<file path="src/rtl/ibt_pkg.sv">
package ibt_pkg;
  localparam int DW = 8;
  localparam int NREG = 7;
  localparam int CNT_REG = 6;
  localparam int RO_REG = 4;
  localparam logic [6:0] DEV_ADDR = 7'h6E;

  typedef enum logic [2:0] {
    S_IDLE, S_RX, S_ACK, S_TX, S_RACK, S_SKIP
  } phase_t;

  typedef enum logic [1:0] {
    B_ADDR, B_IDX, B_CNT, B_DATA
  } role_t;

  function automatic logic [7:0] rst_val(input int i);
    case (i)
      0: return 8'h07;
      1: return 8'hFF;
      4: return 8'h11;
      5: return 8'h08;
      6: return 8'h05;
      default: return 8'h00;
    endcase
  endfunction

  function automatic logic [7:0] wr_mask(input int i);
    case (i)
      0: return 8'hC7;
      1, 2, 5, 6: return 8'hFF;
      default: return 8'h00;
    endcase
  endfunction
endpackage

</file>
<file path="src/rtl/ibt_line_sync.sv">
module ibt_line_sync #(
  parameter int STAGES = 2
) (
  input  logic clk,
  input  logic rst_n,
  input  logic scl_i,
  input  logic sda_i,
  output logic scl_s,
  output logic sda_s,
  output logic scl_rise,
  output logic scl_fall,
  output logic start_det,
  output logic stop_det
);
  logic [STAGES-1:0] scl_ff, sda_ff;
  logic scl_d, sda_d;

  always_ff @(posedge clk or negedge rst_n) begin
    if (!rst_n) begin
      scl_ff <= '1;
      sda_ff <= '1;
      scl_d  <= 1'b1;
      sda_d  <= 1'b1;
    end else begin
      scl_ff <= {scl_ff[STAGES-2:0], scl_i};
      sda_ff <= {sda_ff[STAGES-2:0], sda_i};
      scl_d  <= scl_s;
      sda_d  <= sda_s;
    end
  end

  assign scl_s     = scl_ff[STAGES-1];
  assign sda_s     = sda_ff[STAGES-1];
  assign scl_rise  = scl_s & ~scl_d;
  assign scl_fall  = ~scl_s & scl_d;
  assign start_det = scl_s & scl_d & sda_d & ~sda_s;
  assign stop_det  = scl_s & scl_d & ~sda_d & sda_s;
endmodule

</file>
<file path="src/rtl/ibt_reg_bank.sv">
module ibt_reg_bank
  import ibt_pkg::*;
(
  input  logic          clk,
  input  logic          rst_n,
  input  logic          we,
  input  logic [DW-1:0] waddr,
  input  logic [DW-1:0] wdata,
  input  logic [DW-1:0] raddr,
  output logic [DW-1:0] rdata,
  output logic [DW-1:0] cnt_q,
  output logic [DW-1:0] ctl_q,
  output logic [DW-1:0] en_q,
  output logic [DW-1:0] stp_q
);
  logic [NREG*DW-1:0] regs_flat;

  for (genvar g = 0; g < NREG; g++) begin : g_reg
    localparam logic [DW-1:0] RV = rst_val(g);
    localparam logic [DW-1:0] WM = wr_mask(g);
    logic [DW-1:0] q;
    always_ff @(posedge clk or negedge rst_n) begin
      if (!rst_n) q <= RV;
      else if (we && waddr == DW'(g)) q <= (wdata & WM) | (q & ~WM);
    end
    assign regs_flat[g*DW +: DW] = q;
  end

  always_comb begin
    rdata = '0;
    for (int i = 0; i < NREG; i++)
      if (raddr == DW'(i)) rdata = regs_flat[i*DW +: DW];
  end

  assign ctl_q = regs_flat[0*DW +: DW];
  assign en_q  = regs_flat[1*DW +: DW];
  assign stp_q = regs_flat[2*DW +: DW];
  assign cnt_q = regs_flat[CNT_REG*DW +: DW];

  // a store to the count register is what the next read announces
  assert_count_written_R5: assert property (@(posedge clk) disable iff (!rst_n)
    (we && waddr == DW'(CNT_REG)) |=> cnt_q == $past(wdata));

  // the read-only identity byte survives a store
  assert_ro_kept_R4: assert property (@(posedge clk) disable iff (!rst_n)
    (we && waddr == DW'(RO_REG)) |=> $stable(regs_flat[RO_REG*DW +: DW]));
endmodule

</file>
<file path="src/rtl/ibt_xfer_ctrl.sv">
module ibt_xfer_ctrl
  import ibt_pkg::*;
(
  input  logic          clk,
  input  logic          rst_n,
  input  logic          scl_s,
  input  logic          sda_s,
  input  logic          scl_rise,
  input  logic          scl_fall,
  input  logic          start_det,
  input  logic          stop_det,
  input  logic [DW-1:0] rd_data,
  input  logic [DW-1:0] cnt_val,
  output logic          sda_oe,
  output logic          reg_we,
  output logic [DW-1:0] reg_addr,
  output logic [DW-1:0] reg_wdata,
  output logic [DW-1:0] rd_idx
);
  localparam int BW = $clog2(DW + 1);
  localparam logic [BW-1:0] LAST = BW'(DW);
  localparam logic [DW-1:0] ONE = DW'(1);

  phase_t        ph;
  role_t         role;
  logic [BW-1:0] bits;
  logic [DW-1:0] sh, idx, left;
  logic          rd_mode, hack_q;

  always_ff @(posedge clk or negedge rst_n) begin
    if (!rst_n) begin
      ph        <= S_IDLE;
      role      <= B_ADDR;
      bits      <= '0;
      sh        <= '0;
      idx       <= '0;
      left      <= '0;
      rd_mode   <= 1'b0;
      hack_q    <= 1'b0;
      reg_we    <= 1'b0;
      reg_addr  <= '0;
      reg_wdata <= '0;
    end else begin
      reg_we <= 1'b0;
      if (start_det) begin
        ph   <= S_RX;
        role <= B_ADDR;
        bits <= '0;
      end else if (stop_det) begin
        ph <= S_IDLE;
      end else begin
        case (ph)
          S_RX: begin
            if (scl_rise) begin
              sh   <= {sh[DW-2:0], sda_s};
              bits <= bits + 1'b1;
            end else if (scl_fall && bits == LAST) begin
              case (role)
                B_ADDR: begin
                  if (sh[DW-1:1] == DEV_ADDR) begin
                    ph      <= S_ACK;
                    rd_mode <= sh[0];
                    role    <= B_IDX;
                  end else begin
                    ph <= S_SKIP;
                  end
                end
                B_IDX: begin
                  idx  <= sh;
                  role <= B_CNT;
                  ph   <= S_ACK;
                end
                B_CNT: begin
                  left <= sh;
                  role <= B_DATA;
                  ph   <= S_ACK;
                end
                default: begin
                  if (left != '0) begin
                    reg_we    <= 1'b1;
                    reg_addr  <= idx;
                    reg_wdata <= sh;
                    idx       <= idx + ONE;
                    left      <= left - ONE;
                    ph        <= S_ACK;
                  end else begin
                    ph <= S_SKIP;
                  end
                end
              endcase
            end
          end
          S_ACK: begin
            if (scl_fall) begin
              bits <= '0;
              if (rd_mode && role == B_IDX) begin
                ph <= S_TX;
                sh <= cnt_val;
              end else begin
                ph <= S_RX;
              end
            end
          end
          S_TX: begin
            if (scl_rise) begin
              bits <= bits + 1'b1;
            end else if (scl_fall) begin
              if (bits == LAST) begin
                ph   <= S_RACK;
                bits <= '0;
              end else begin
                sh <= sh << 1;
              end
            end
          end
          S_RACK: begin
            if (scl_rise) begin
              hack_q <= ~sda_s;
            end else if (scl_fall) begin
              if (hack_q) begin
                ph   <= S_TX;
                sh   <= rd_data;
                idx  <= idx + ONE;
                bits <= '0;
              end else begin
                ph <= S_SKIP;
              end
              hack_q <= 1'b0;
            end
          end
          default: ;
        endcase
      end
    end
  end

  assign sda_oe = (ph == S_ACK) | ((ph == S_TX) & ~sh[DW-1]);
  assign rd_idx = idx;

  // SDA moves only in the SCL low phase
  assert_sda_scl_low_R9: assert property (@(posedge clk) disable iff (!rst_n)
    (sda_oe != $past(sda_oe)) |-> !scl_s);

  // a stop always leaves the line released
  assert_release_on_stop_R9: assert property (@(posedge clk) disable iff (!rst_n)
    stop_det |=> !sda_oe);

  // each stored byte consumes one unit of the announced count
  assert_count_consumed_R3: assert property (@(posedge clk) disable iff (!rst_n)
    reg_we |-> left == $past(left) - ONE);

  // the index has moved past the byte just stored
  assert_index_step_R6: assert property (@(posedge clk) disable iff (!rst_n)
    reg_we |-> idx == reg_addr + ONE);
endmodule

</file>
<file path="src/rtl/idxblk_smb_target.sv">
module idxblk_smb_target
  import ibt_pkg::*;
(
  input  logic       clk,
  input  logic       rst_n,
  input  logic       scl_i,
  input  logic       sda_i,
  output logic       sda_oe,
  output logic       pd_hiz,
  output logic       stop_hiz,
  output logic       bw_low,
  output logic       pll_mode,
  output logic       div_full,
  output logic [7:0] out_en,
  output logic [7:0] out_stoppable
);
  logic scl_s, sda_s, scl_rise, scl_fall, start_det, stop_det;
  logic          we;
  logic [DW-1:0] waddr, wdata, ridx, rdata, cnt_q, ctl_q, en_q, stp_q;

  ibt_line_sync #(.STAGES(2)) u_sync (
    .clk(clk), .rst_n(rst_n), .scl_i(scl_i), .sda_i(sda_i),
    .scl_s(scl_s), .sda_s(sda_s), .scl_rise(scl_rise), .scl_fall(scl_fall),
    .start_det(start_det), .stop_det(stop_det)
  );

  ibt_xfer_ctrl u_ctrl (
    .clk(clk), .rst_n(rst_n), .scl_s(scl_s), .sda_s(sda_s),
    .scl_rise(scl_rise), .scl_fall(scl_fall), .start_det(start_det),
    .stop_det(stop_det), .rd_data(rdata), .cnt_val(cnt_q), .sda_oe(sda_oe),
    .reg_we(we), .reg_addr(waddr), .reg_wdata(wdata), .rd_idx(ridx)
  );

  ibt_reg_bank u_bank (
    .clk(clk), .rst_n(rst_n), .we(we), .waddr(waddr), .wdata(wdata),
    .raddr(ridx), .rdata(rdata), .cnt_q(cnt_q), .ctl_q(ctl_q),
    .en_q(en_q), .stp_q(stp_q)
  );

  assign pd_hiz        = ctl_q[7];
  assign stop_hiz      = ctl_q[6];
  assign bw_low        = ctl_q[2];
  assign pll_mode      = ctl_q[1];
  assign div_full      = ctl_q[0];
  assign out_en        = en_q;
  assign out_stoppable = stp_q;
endmodule

</file>
<file path="config.mk">
export PLATFORM = sky130hd
export DESIGN_NAME = idxblk_smb_target
export DESIGN_NICKNAME = d
export VERILOG_FILES = /design/src/rtl/ibt_pkg.sv /design/src/rtl/ibt_line_sync.sv /design/src/rtl/ibt_reg_bank.sv /design/src/rtl/ibt_xfer_ctrl.sv /design/src/rtl/idxblk_smb_target.sv
export SDC_FILE = /design/constraint.sdc
export NUM_CORES = 1
export LEC_CHECK = 0
export ABC_AREA = 1
export BUFFER_PORTS_ARGS = -buffer_cell sky130_fd_sc_hd__buf_4
export CAP_MARGIN = 0
export CORE_ASPECT_RATIO = 2
export CORE_MARGIN = 2
export CORE_UTILIZATION = 40
export CTS_BUF_LIST = sky130_fd_sc_hd__clkbuf_8
export DETAILED_ROUTE_END_ITERATION = 16
export PLACE_DENSITY = 0.58
export SLEW_MARGIN = 20
export SYNTH_ARGS = -nofsm -noshare
export SYNTH_HDL_FRONTEND = slang
export SYNTH_SLANG_ARGS = --single-unit
</file>
<file path="constraint.sdc">
create_clock -name clk -period 3.68 [get_ports clk]
set_clock_uncertainty 0.05 [all_clocks]
set_input_delay 0.736 -clock clk [delete_from_list [all_inputs] [get_ports clk]]
set_output_delay 0.736 -clock clk [all_outputs]
set_load 0.05 [all_outputs]
</file>
* Yosys cells after proc, flatten, opt, wreduce, memory -nomap -nowiden
Cells that the tools add are included.
** Cells by class
- Add/subtract/negate cells :: 3
- Equality and inequality tests :: 49
- Reductions and logical operators :: 33
- Muxes and demuxes :: 70
- Bitwise logic cells :: 20
** Operators with widths (count)
- $mux W8 :: 23
- $pmux W8 S2 :: 3
- $eq A8 B3 Y1 const B :: 5
- $mux W4 :: 10
- $mux W3 :: 13
- $pmux W8 S4 :: 1
- $ne A4 B3 Y1 const B :: 7
- $eq A8 B2 Y1 const B :: 3
- $reduce_and A7 Y1 :: 3
- $reduce_and A9 Y1 :: 2
- $eq A8 B1 Y1 const B :: 2
- $logic_not A8 Y1 :: 2
- $pmux W4 S4 :: 1
- $mux W2 :: 7
- $ne A2 B1 Y1 const B :: 7
- $ne A2 B2 Y1 const B :: 7
- $ne A3 B2 Y1 const B :: 4
- $ne A4 B4 Y1 const B :: 3
- $pmux W3 S4 :: 1
- $reduce_and A12 Y1 :: 1
- $not A1 Y1 :: 10
- $reduce_and A10 Y1 :: 1
- $reduce_bool A2 Y1 :: 5
- $mux W1 :: 9
- other kinds (27) :: 45
** Storage, ports and cells
- Register bits after elaboration :: 98
- Output and inout bits :: 22
- Logic and storage cells :: 195

* Logic depth before layout (Yosys ltp)
Gate-level depths: netlist (run 1).
- Depth in word-level cells :: 12
- Gate-level depth with buffers :: 15
- Mapped depth without buffers :: 15

* Hierarchy
Synthesis (run 1) repeated with hierarchy kept, for this count alone.
** Unflattened totals
- Cells, all modules :: 718
- Area total of the unflattened synthesis :: 5557.8 sq um
** Modules (own cells, without submodules)
- ibt_xfer_ctrl :: times used 1, area each 3393.3 sq um, cells an instance 469
- ibt_reg_bank :: times used 1, area each 1965.6 sq um, cells an instance 232
- ibt_line_sync :: times used 1, area each 198.9 sq um, cells an instance 17

* Least setup slack after synthesis (run 1)
Ideal clock, no wire load.
- Path kind :: register -> output
- From :: reg u_ctrl.ph[2]
- To :: out sda_oe
- Buffers on the path :: 0
- Stages on the path, launching flop included :: 4
- Arrival :: 1.391 ns
- Data required time :: 2.894 ns
- Setup slack :: 1.503 ns
- Cells stage by stage :: dfrtp_1 inv_1 nand2_2 a21oi_1
** On the way
- Word-level cells in the longest chain between the ends :: 3
** Ends and longest elaborated chain
- start: declaration :: RTL line ibt_xfer_ctrl.sv:24 : phase_t ph;
- start signal: assignment :: RTL line ibt_xfer_ctrl.sv:32 : ph <= S_IDLE;
- start signal: assignment :: RTL line ibt_xfer_ctrl.sv:46 : ph <= S_RX;
- start signal: assignment :: RTL line ibt_xfer_ctrl.sv:50 : ph <= S_IDLE;
- $eq A3 B2 Y1 :: RTL line ibt_xfer_ctrl.sv:137 : assign sda_oe = (ph == S_ACK) | ((ph == S_TX) & ~sh[DW-1]);
- $and A1 B1 Y1 :: RTL line ibt_xfer_ctrl.sv:137
- $or A1 B1 Y1 * :: RTL line ibt_xfer_ctrl.sv:137
- end: declaration :: RTL line idxblk_smb_target.sv:8 : output logic sda_oe,
Every way passes the cells marked *; elsewhere a longest branch is shown, timed or not.

* Worst setup path after layout (run 1)
- From :: reg u_sync.scl_ff[1]
- To :: reg u_ctrl.reg_wdata[7]
** On the way
- Word-level cells in the longest chain between the ends :: 5
** Ends and longest elaborated chain
- start: declaration :: RTL line ibt_line_sync.sv:15 : logic [STAGES-1:0] scl_ff, sda_ff;
- start signal: assignment :: RTL line ibt_line_sync.sv:25 : scl_ff <= {scl_ff[STAGES-2:0], scl_i};
- $and A1 B1 Y1 :: RTL line ibt_line_sync.sv:36, ibt_line_sync.sv:37
- $and A1 B1 Y1, on equally long branches (2 in series) :: RTL line ibt_line_sync.sv:37, ibt_line_sync.sv:36
- $not A1 Y1 (no line)
- $reduce_and A7 Y1 (no line) *
- end signal: assignment :: RTL line ibt_xfer_ctrl.sv:82 : reg_wdata <= sh;
- end: declaration :: RTL line ibt_xfer_ctrl.sv:17 : output logic [DW-1:0] reg_wdata,
Marked as above.
A chain may end at the register's enable or synchronous reset.

==> impl_metrics.toml, run 1 <==
[pwr]
ir_worst_vdd_v = 0.000272
p_leak_uw = 0.00275
swShare = 0.399
p_total_uw = 3350
switchingPower_uw = 1340
power_frac_seq = 0.377
p_comb_frac = 0.347
p_int_uw = 2020
p_per_area_nw_per_um2 = 577
p_clk_frac = 0.276

[cts]
cts_made_buffers = 9
cts_setup_buffers = 0
root_buffer = "clkbuf_8"
max-clock-path-buffers = 2
cts_hold_buf = 0
clk_latency_ps = 370
htree_levels = 3
cts_resized = 0
cts_sinks = 95
cts.clk_slew.worst_paths_ps = 110
cts_tree = "done"

[worst_setup_path]
rrSetupSlack_ps = 1260
path_class = "flip-flop to flip-flop"
critical_path_arrival_ps = 2620
critPathMaxFanout = 31
cp.required_ps = 3880
cp-end-kind = "flip-flop"
critPathLaunchType = "flip-flop"

[logic_synthesis]
yosysTopAreaCell = "dfrtp_1"
synth_top_area_frac = 0.361
synthArstFlopShare = 1.00
synth_cells = 659
ys_seq_area_frac = 0.462
synth_ff_type = "dfrtp_1"
synthTopCellsByCount = "nand2_1 (179), o21ai_0 (91), inv_1 (77), dfrtp_1 (75), nor2_1 (48)"
synth.distinct_cells = 40
syn_avg_cell_area_um2 = 7.89
synth_seq_cells = 95
yosys_warnings = 0
syn_area_um2 = 5200
synth_edf_count = 0
synthesis.nets = 679
synth_area_leaders = "dfrtp_1 (36%), nand2_1 (13%), dfstp_2 (10%)"
synth.most_common_cell = "nand2_1"

[place]
dp_slack_ps = 1230
place.gp.congestion = 0.854
io_buffer_count = 25
hpwlAfterDp_um = 9580

[timing]
fin_setup_tns_ps = 0
finalMaxSlewViolations = 0
grt_setup_unrepaired = "false"
hold_viol = 0
fin_crit_ps = 2420
worst_slew_pin_slew_ps = 717
max_slew_margin = 0.518
period_share = 0.657
worst_slack_ps = 1260
setup_viol = 0
max_freq_ghz = 0.414

[floorplan]
die-area_um2 = 14000
fp.dieW_um = 84.6
die_y_um = 165
core.rowCount = 59
ioPinCount = 26
start_util = 0.405
core_area_um2 = 12800

[hold_path]
hold_path.class = "flip-flop to flip-flop"

[routing]
wl_per_cell_um = 15.6
vias_per_cell = 5.23
antenna_left = 0
dr.pass1.iters = 5
drt_wl_total_um = 13200
vias = 4408
drt-initial-drc-count = 321
drc = 0

[flow_run]
cap_violations = 0

[global_route]
grt_usage = 0.198
grt_pass1_wl_um = 22000
grt_pass1_vias = 4266
gr-total-overflow = 0
antenna_found_initial = 0
grt_max_degree = 52

[finish]
utilization = 0.452
area_growth_pct = 11.6
final_nets = 706
num_antenna_cells = 0
drive_gt1_frac = 0.136

[run_status]
status = "finished clean"
-- logic make-up after synthesis --
logic type                 Yosys count  synth area share
adders and majority gates           16            0.0385
and+or+nand+nor                    290             0.245
AOI/OAI and AO/OA                  154             0.167
buffers and inverters               96            0.0743
xor gates and xnor gates             8            0.0135
DFF                                 95             0.462
-- cells in the final DEF, fill, tap and decap left out, drive strengths merged, types with 8 or more instances in the layout --
cell,n
a21oi,34
buf,29
clkbuf,9
dfrtp,75
dfstp,20
ha,16
inv,84
nand2,182
nand3,29
nand4,8
nor2,55
nor3,12
o211ai,10
o21ai,94
-- worst max-delay path: stages (launching register included) --
cell and delay (ps):
dfstp_2 570, ha_1 170, inv_1 40, nor3_1 590, nor2_1 120, nand4_2 130, inv_1 50, nand3_1 70
buf_4 280, inv_1 110, nand2_1 60, o21ai_0 70
-- cell type report --
type | count | area [um^2]
Inverter | 83 | 312
Timing Repair Buffer | 29 | 218
Clock inverter | 7 | 149
Fill cell | 1294 | 7040
Clock buffer | 9 | 124
Multi-Input combinational cell | 468 | 2410
Sequential cell | 95 | 2400
Tap cell | 152 | 190
-- power groups by stage --
stage                     logic [uW]  registers [uW]  clock network, uW
after global placement          1140            1280                  0
after CTS                       1160            1260                951
after floorplan                  880            1240                  0
after global routing            1330            1280                988
final                           1160            1260                927
after detailed placement        1150            1280                  0
-- per-stage QoR --
step           hold WS, ps  std cells  area, um^2
3_5_place_dp           298        827        5540
4_1_cts                304        843        5810
6_report               304        843        5810
2_1_floorplan          295        659        5200
3_3_place_gp           303        827        5540
5_1_grt                317        843        5810
-- final timing paths --
check | from | end | cells after the start
worst min-delay path | u_sync.scl_ff[0] | u_sync.scl_ff[1] | 0
worst min register to register | u_sync.scl_ff[0] | u_sync.scl_ff[1] | 0
worst max-delay path | u_sync.scl_ff[1] | u_ctrl.reg_wdata[7] | 11
max in group asynchronous | rst_n | u_sync.scl_ff[0] | 2
worst max register to register | u_sync.scl_ff[1] | u_ctrl.reg_wdata[7] | 11
min in group asynchronous | rst_n | u_ctrl.left[4] | 1
-- state kept, by name, indices dropped and copies added, names as in the netlist --
register          flops
u_bank.cnt_q          8
u_bank.en_q           8
u_bank.g.q            8
u_bank.stp_q          8
u_ctrl.left           8
u_ctrl.rd_idx         8
u_ctrl.reg_addr       8
u_ctrl.reg_wdata      8
u_ctrl.sh             8
u_bank.ctl_q          5
u_ctrl.bits           4
u_ctrl.ph             3
u_ctrl.role           2
u_sync.scl_ff         2
u_sync.sda_ff         2
u_ctrl.hack_q         1
u_ctrl.rd_mode        1
u_ctrl.reg_we         1
u_sync.scl_d          1
u_sync.sda_d          1
-- metal layers --
metal  global-route usage  share of wire  vias to the layer above
met1                0.273           0.46                     2091
met5                    0              0                        -
met3               0.0288          0.035                       18
met2                0.322           0.49                       84
met4               0.0613          0.019                        0
li1                     -              -                     2215
No activity file was read; power rests on OpenSTA's default activity.
==> run 2: changes to the inputs <==
- ABC_AREA: 1 -> 0
- clock period: 3.68 -> 2.45 ns (I/O delays scaled with it)
==> impl_metrics.toml, run 2 <==
[logic_synthesis]
syn_avg_cell_area_um2 = 10.4
synth_top_area_frac = 0.357
synth_edf_count = 0
synthesis.nets = 524
synth_area_leaders = "dfrtp_1 (36%), mux2_2 (12%), dfstp_2 (10%)"
ys_seq_area_frac = 0.456
yosysTopAreaCell = "dfrtp_1"
synth_ff_type = "dfrtp_1"
synth_seq_cells = 95
yosys_warnings = 0
synthTopCellsByCount = "dfrtp_1 (75), mux2_2 (56), nor2_1 (39), nand2_1 (33), o21ai_0 (32)"
syn_area_um2 = 5260
synth_cells = 504
synthArstFlopShare = 1.00
synth.distinct_cells = 66
synth.most_common_cell = "dfrtp_1"

[timing]
worst_slack_ps = 111
max_freq_ghz = 0.428
max_slew_margin = 0.621
setup_viol = 0
fin_crit_ps = 2340
finalMaxSlewViolations = 0
fin_setup_tns_ps = 0
period_share = 0.955
worst_slew_pin_slew_ps = 563
grt_setup_unrepaired = "false"
hold_viol = 0

[place]
io_buffer_count = 25
dp_slack_ps = 103
place.gp.congestion = 0.910
placed_cell_area_um2 = 5850
hpwlAfterDp_um = 11100

[routing]
dr.pass1.iters = 4
wl_per_cell_um = 20.5
drc = 0
drt-initial-drc-count = 261
vias_per_cell = 5.94
drt_wl_total_um = 14700
vias = 4247
antenna_left = 0

[finish]
final_nets = 578
num_antenna_cells = 0
layout_common_cells = "dfrtp_1 (75), buf_4 (64), mux2_2 (56), nor2_1 (39), nand2_1 (33)"
area_growth_pct = 15.1
final_common_cell = "dfrtp_1"
design_area_um2 = 6060
drive_gt1_frac = 0.306

[worst_setup_path]
critPathLaunchType = "flip-flop"
path_class = "flip-flop to flip-flop"
cp-end-kind = "flip-flop"
critPathMaxFanout = 13
cp.required_ps = 2700
critical_path_arrival_ps = 2590

[floorplan]
core.rowCount = 59
fp.dieW_um = 85.1
die_y_um = 166
start_util = 0.407
core_area_um2 = 12900
ioPinCount = 26
die-area_um2 = 14100

[cts]
cts_made_buffers = 9
cts_tree = "done"
clk_latency_ps = 380
root_buffer = "clkbuf_8"
cts_hold_buf = 0
cts.clk_slew.worst_paths_ps = 110
cts_sinks = 95
htree_levels = 3
max-clock-path-buffers = 2

[pwr]
p_total_uw = 3780
p_leak_uw = 0.00279
ir_worst_vdd_v = 0.000339
p_per_area_nw_per_um2 = 624

[run_status]
status = "finished clean"

[hold_path]
hold_path.class = "primary input to asynchronous set/reset pin"

[global_route]
gr-total-overflow = 0
antenna_found_initial = 0
grt_max_degree = 43
grt_pass1_wl_um = 23300
grt_usage = 0.212
grt_pass1_vias = 4523

[flow_run]
cap_violations = 0
## run 2: routing by layer
layer | GRT usage | vias up | share of wire
li1 | - | 1977 | -
met1 | 0.216 | 2102 | 0.36
met2 | 0.395 | 120 | 0.56
met3 | 0.0273 | 48 | 0.027
met4 | 0.127 | 0 | 0.051
met5 | 0 | - | 0
## run 2: layout make-up
class	count	area, um^2
clock buffers	10	138
clock inverters	6	62.6
fillers	1185	6860
inverters	17	63.8
multi-input cells	369	2680
flip-flops and latches	95	2400
well taps	152	190
repair buffers	66	520
## run 2: repair_timing
item / in CTS / in global routing
resized for setup: 0 / 3
setup endpoints to repair: 0 / 10
setup buffers: 0 / 0
## run 2: power breakdown
part           switching (uW)  total (uW)  internal (uW)
Combinational             560         931            371
Clock                     640        1060            422
Sequential                111        1790           1680
Total                    1310        3780           2470
## run 2: final timing paths
kind	start	to	slack, ps	cells after the start
min in group clk	scl_i	u_sync.scl_ff[0]	160	1
hold reg to reg	u_sync.sda_ff[0]	u_sync.sda_ff[1]	310	0
setup / recovery	u_ctrl.ph[2]	u_ctrl.left[0]	110	6
setup reg to reg	u_ctrl.ph[2]	u_ctrl.left[0]	110	6
hold / removal	rst_n	u_ctrl.hack_q	20	1
max in group asynchronous	rst_n	u_bank.en_q[5]	1620	2
## run 2: logic make-up after synthesis
| family | share of synthesized area |
|---|---|
| adders and majority gates | 0.0380 |
| DFF | 0.456 |
| xor gates and xnor gates | 0.00333 |
| and+or+nand+nor | 0.168 |
| buffers and inverters | 0.0349 |
| muxes | 0.131 |
| AOI/OAI and AO/OA | 0.168 |
## run 2: critical path: stages (launching register included)
cell	delay, ps
dfrtp_1	510
or3b_1	480
a2111oi_4	380
o211ai_1	190
buf_4	220
or3_1	340
o21ai_0	80
## run 2: stage by stage
stage,std cells,utilization,hold slack [ps]
2_1_floorplan,504,-,144
3_3_place_gp,699,0.453,297
3_5_place_dp,699,0.453,298
4_1_cts,715,0.469,28.9
5_1_grt,715,0.469,45.8
6_report,715,0.469,22.0
==> run 3: changes to the inputs <==
- clock period: 2.45 -> 2.5 ns (I/O delays scaled with it)
==> impl_metrics.toml, run 3 (synthesized netlist as in run 2, its figures left out) <==
[timing]
worst_slew_pin_slew_ps = 650
finalMaxSlewViolations = 0
worst_slack_ps = 119
fin_setup_tns_ps = 0
max_freq_ghz = 0.420
fin_crit_ps = 2380
grt_setup_unrepaired = "false"
period_share = 0.952
hold_ws_ps = 168
hold_viol = 0
setup_viol = 0
max_slew_margin = 0.562

[worst_setup_path]
cp_num_buf_inv = 2
critPathTopFamily = "flip-flops"
cp-end-kind = "flip-flop"
crit_chain = "inv_1 -> ha_1 -> nand2b_1 -> a2111oi_4 -> and3_1 -> buf_12 -> mux2_2"
critPathLaunchType = "flip-flop"
critical_path_arrival_ps = 2600
critPathSlowestCell = "dfstp_2"
cp.required_ps = 2720
slowest_delay_ps = 560
critPathMaxFanout = 17
path_class = "flip-flop to flip-flop"

[finish]
final_nets = 574
num_antenna_cells = 0
layout_common_cells = "dfrtp_1 (75), buf_4 (59), mux2_2 (56), nor2_1 (39), nand2_1 (33)"
area_growth_pct = 14.4
fillCellCount = 1213
final_common_cell = "dfrtp_1"
regArea_um2 = 2400
drive_gt1_frac = 0.299
multi_input_area_um2 = 2680

[routing]
drt_wl_total_um = 14400
vias_per_cell = 6.01
antenna_left = 0
wl_per_cell_um = 20.2
drt-initial-drc-count = 234
vias = 4275
drc = 0
dr.pass1.iters = 4

[global_route]
grt_pass1_vias = 4437
grt_max_degree = 76
grt_pass1_wl_um = 23100
grt_usage = 0.211
antenna_found_initial = 0
gr-total-overflow = 0

[flow_run]
cap_violations = 0

[run_status]
status = "finished clean"

[place]
place.gp.congestion = 0.923
hpwlAfterDp_um = 10900
io_buffer_count = 25
dp_slack_ps = 106

[floorplan]
core.rowCount = 59
core_area_um2 = 12900
fp.dieW_um = 85.1
ioPinCount = 26
start_util = 0.407
die_y_um = 166
die-area_um2 = 14100

[cts]
cts_tree = "done"
cts_made_buffers = 9
root_buffer = "clkbuf_8"
max-clock-path-buffers = 2
htree_levels = 3
clk_latency_ps = 380
cts.clk_slew.worst_paths_ps = 110
cts_setup_buffers = 0
cts_sinks = 95

[hold_path]
hold_path.class = "primary input to flip-flop"

[pwr]
ir_worst_vdd_v = 0.000363
p_per_area_nw_per_um2 = 609
p_leak_uw = 0.00277
==> run 3: power breakdown <==
group / total (uW) / internal, uW / switching [uW]
combinational: 908 / 362 / 546
clock: 1000 / 385 / 619
sequential: 1760 / 1640 / 113
total: 3670 / 2390 / 1280
==> run 3: per-layer routing <==
| metal | wire [um] | global-route usage | vias to the layer above | share of wire |
|---|---|---|---|---|
| met3 | 363 | 0.0263 | 36 | 0.025 |
| met5 | 0 | 0 | - | 0 |
| met1 | 5050 | 0.208 | 2165 | 0.35 |
| li1 | - | - | 1970 | - |
| met2 | 8370 | 0.409 | 104 | 0.58 |
| met4 | 602 | 0.110 | 0 | 0.042 |
==> run 3: area by class of cell <==
type	instances	share of cell area
clock buffers	9	0.0206
clock inverters	7	0.0108
inverters	17	0.0106
multi-input cells	369	0.446
flip-flops and latches	95	0.399
well taps	152	0.0316
repair buffers	62	0.0819
==> run 3: worst paths after layout <==
check | slack [ps] | endpoint | cells after the start | from
setup / recovery | 120 | u_ctrl.reg_addr[5] | 7 | u_sync.scl_d
hold / removal | 170 | u_sync.sda_ff[0] | 1 | sda_i
setup reg to reg | 120 | u_ctrl.reg_addr[5] | 7 | u_sync.scl_d
hold reg to reg | 320 | u_sync.sda_ff[1] | 0 | u_sync.sda_ff[0]
max in group asynchronous | 1170 | u_bank.en_q[6] | 3 | rst_n
min in group asynchronous | 490 | u_ctrl.hack_q | 2 | rst_n
==> run 3: what timing repair did <==
item,in CTS,in global routing
hold endpoints to repair,14,0
endpoints found under the setup margin,0,8
resized for setup,0,2
hold buffers,1,0
==> run 3: through the flow <==
| stage | cell area (um^2) | total power, uW | utilization | cells |
|---|---|---|---|---|
| after floorplan | 5260 | 2260 | - | 504 |
| after global placement | 5820 | 2680 | 0.450 | 694 |
| after detailed placement | 5820 | 2690 | 0.450 | 694 |
| after CTS | 6010 | 3700 | 0.466 | 711 |
| after global routing | 6020 | 3870 | 0.466 | 711 |
| final | 6020 | 3670 | 0.466 | 711 |
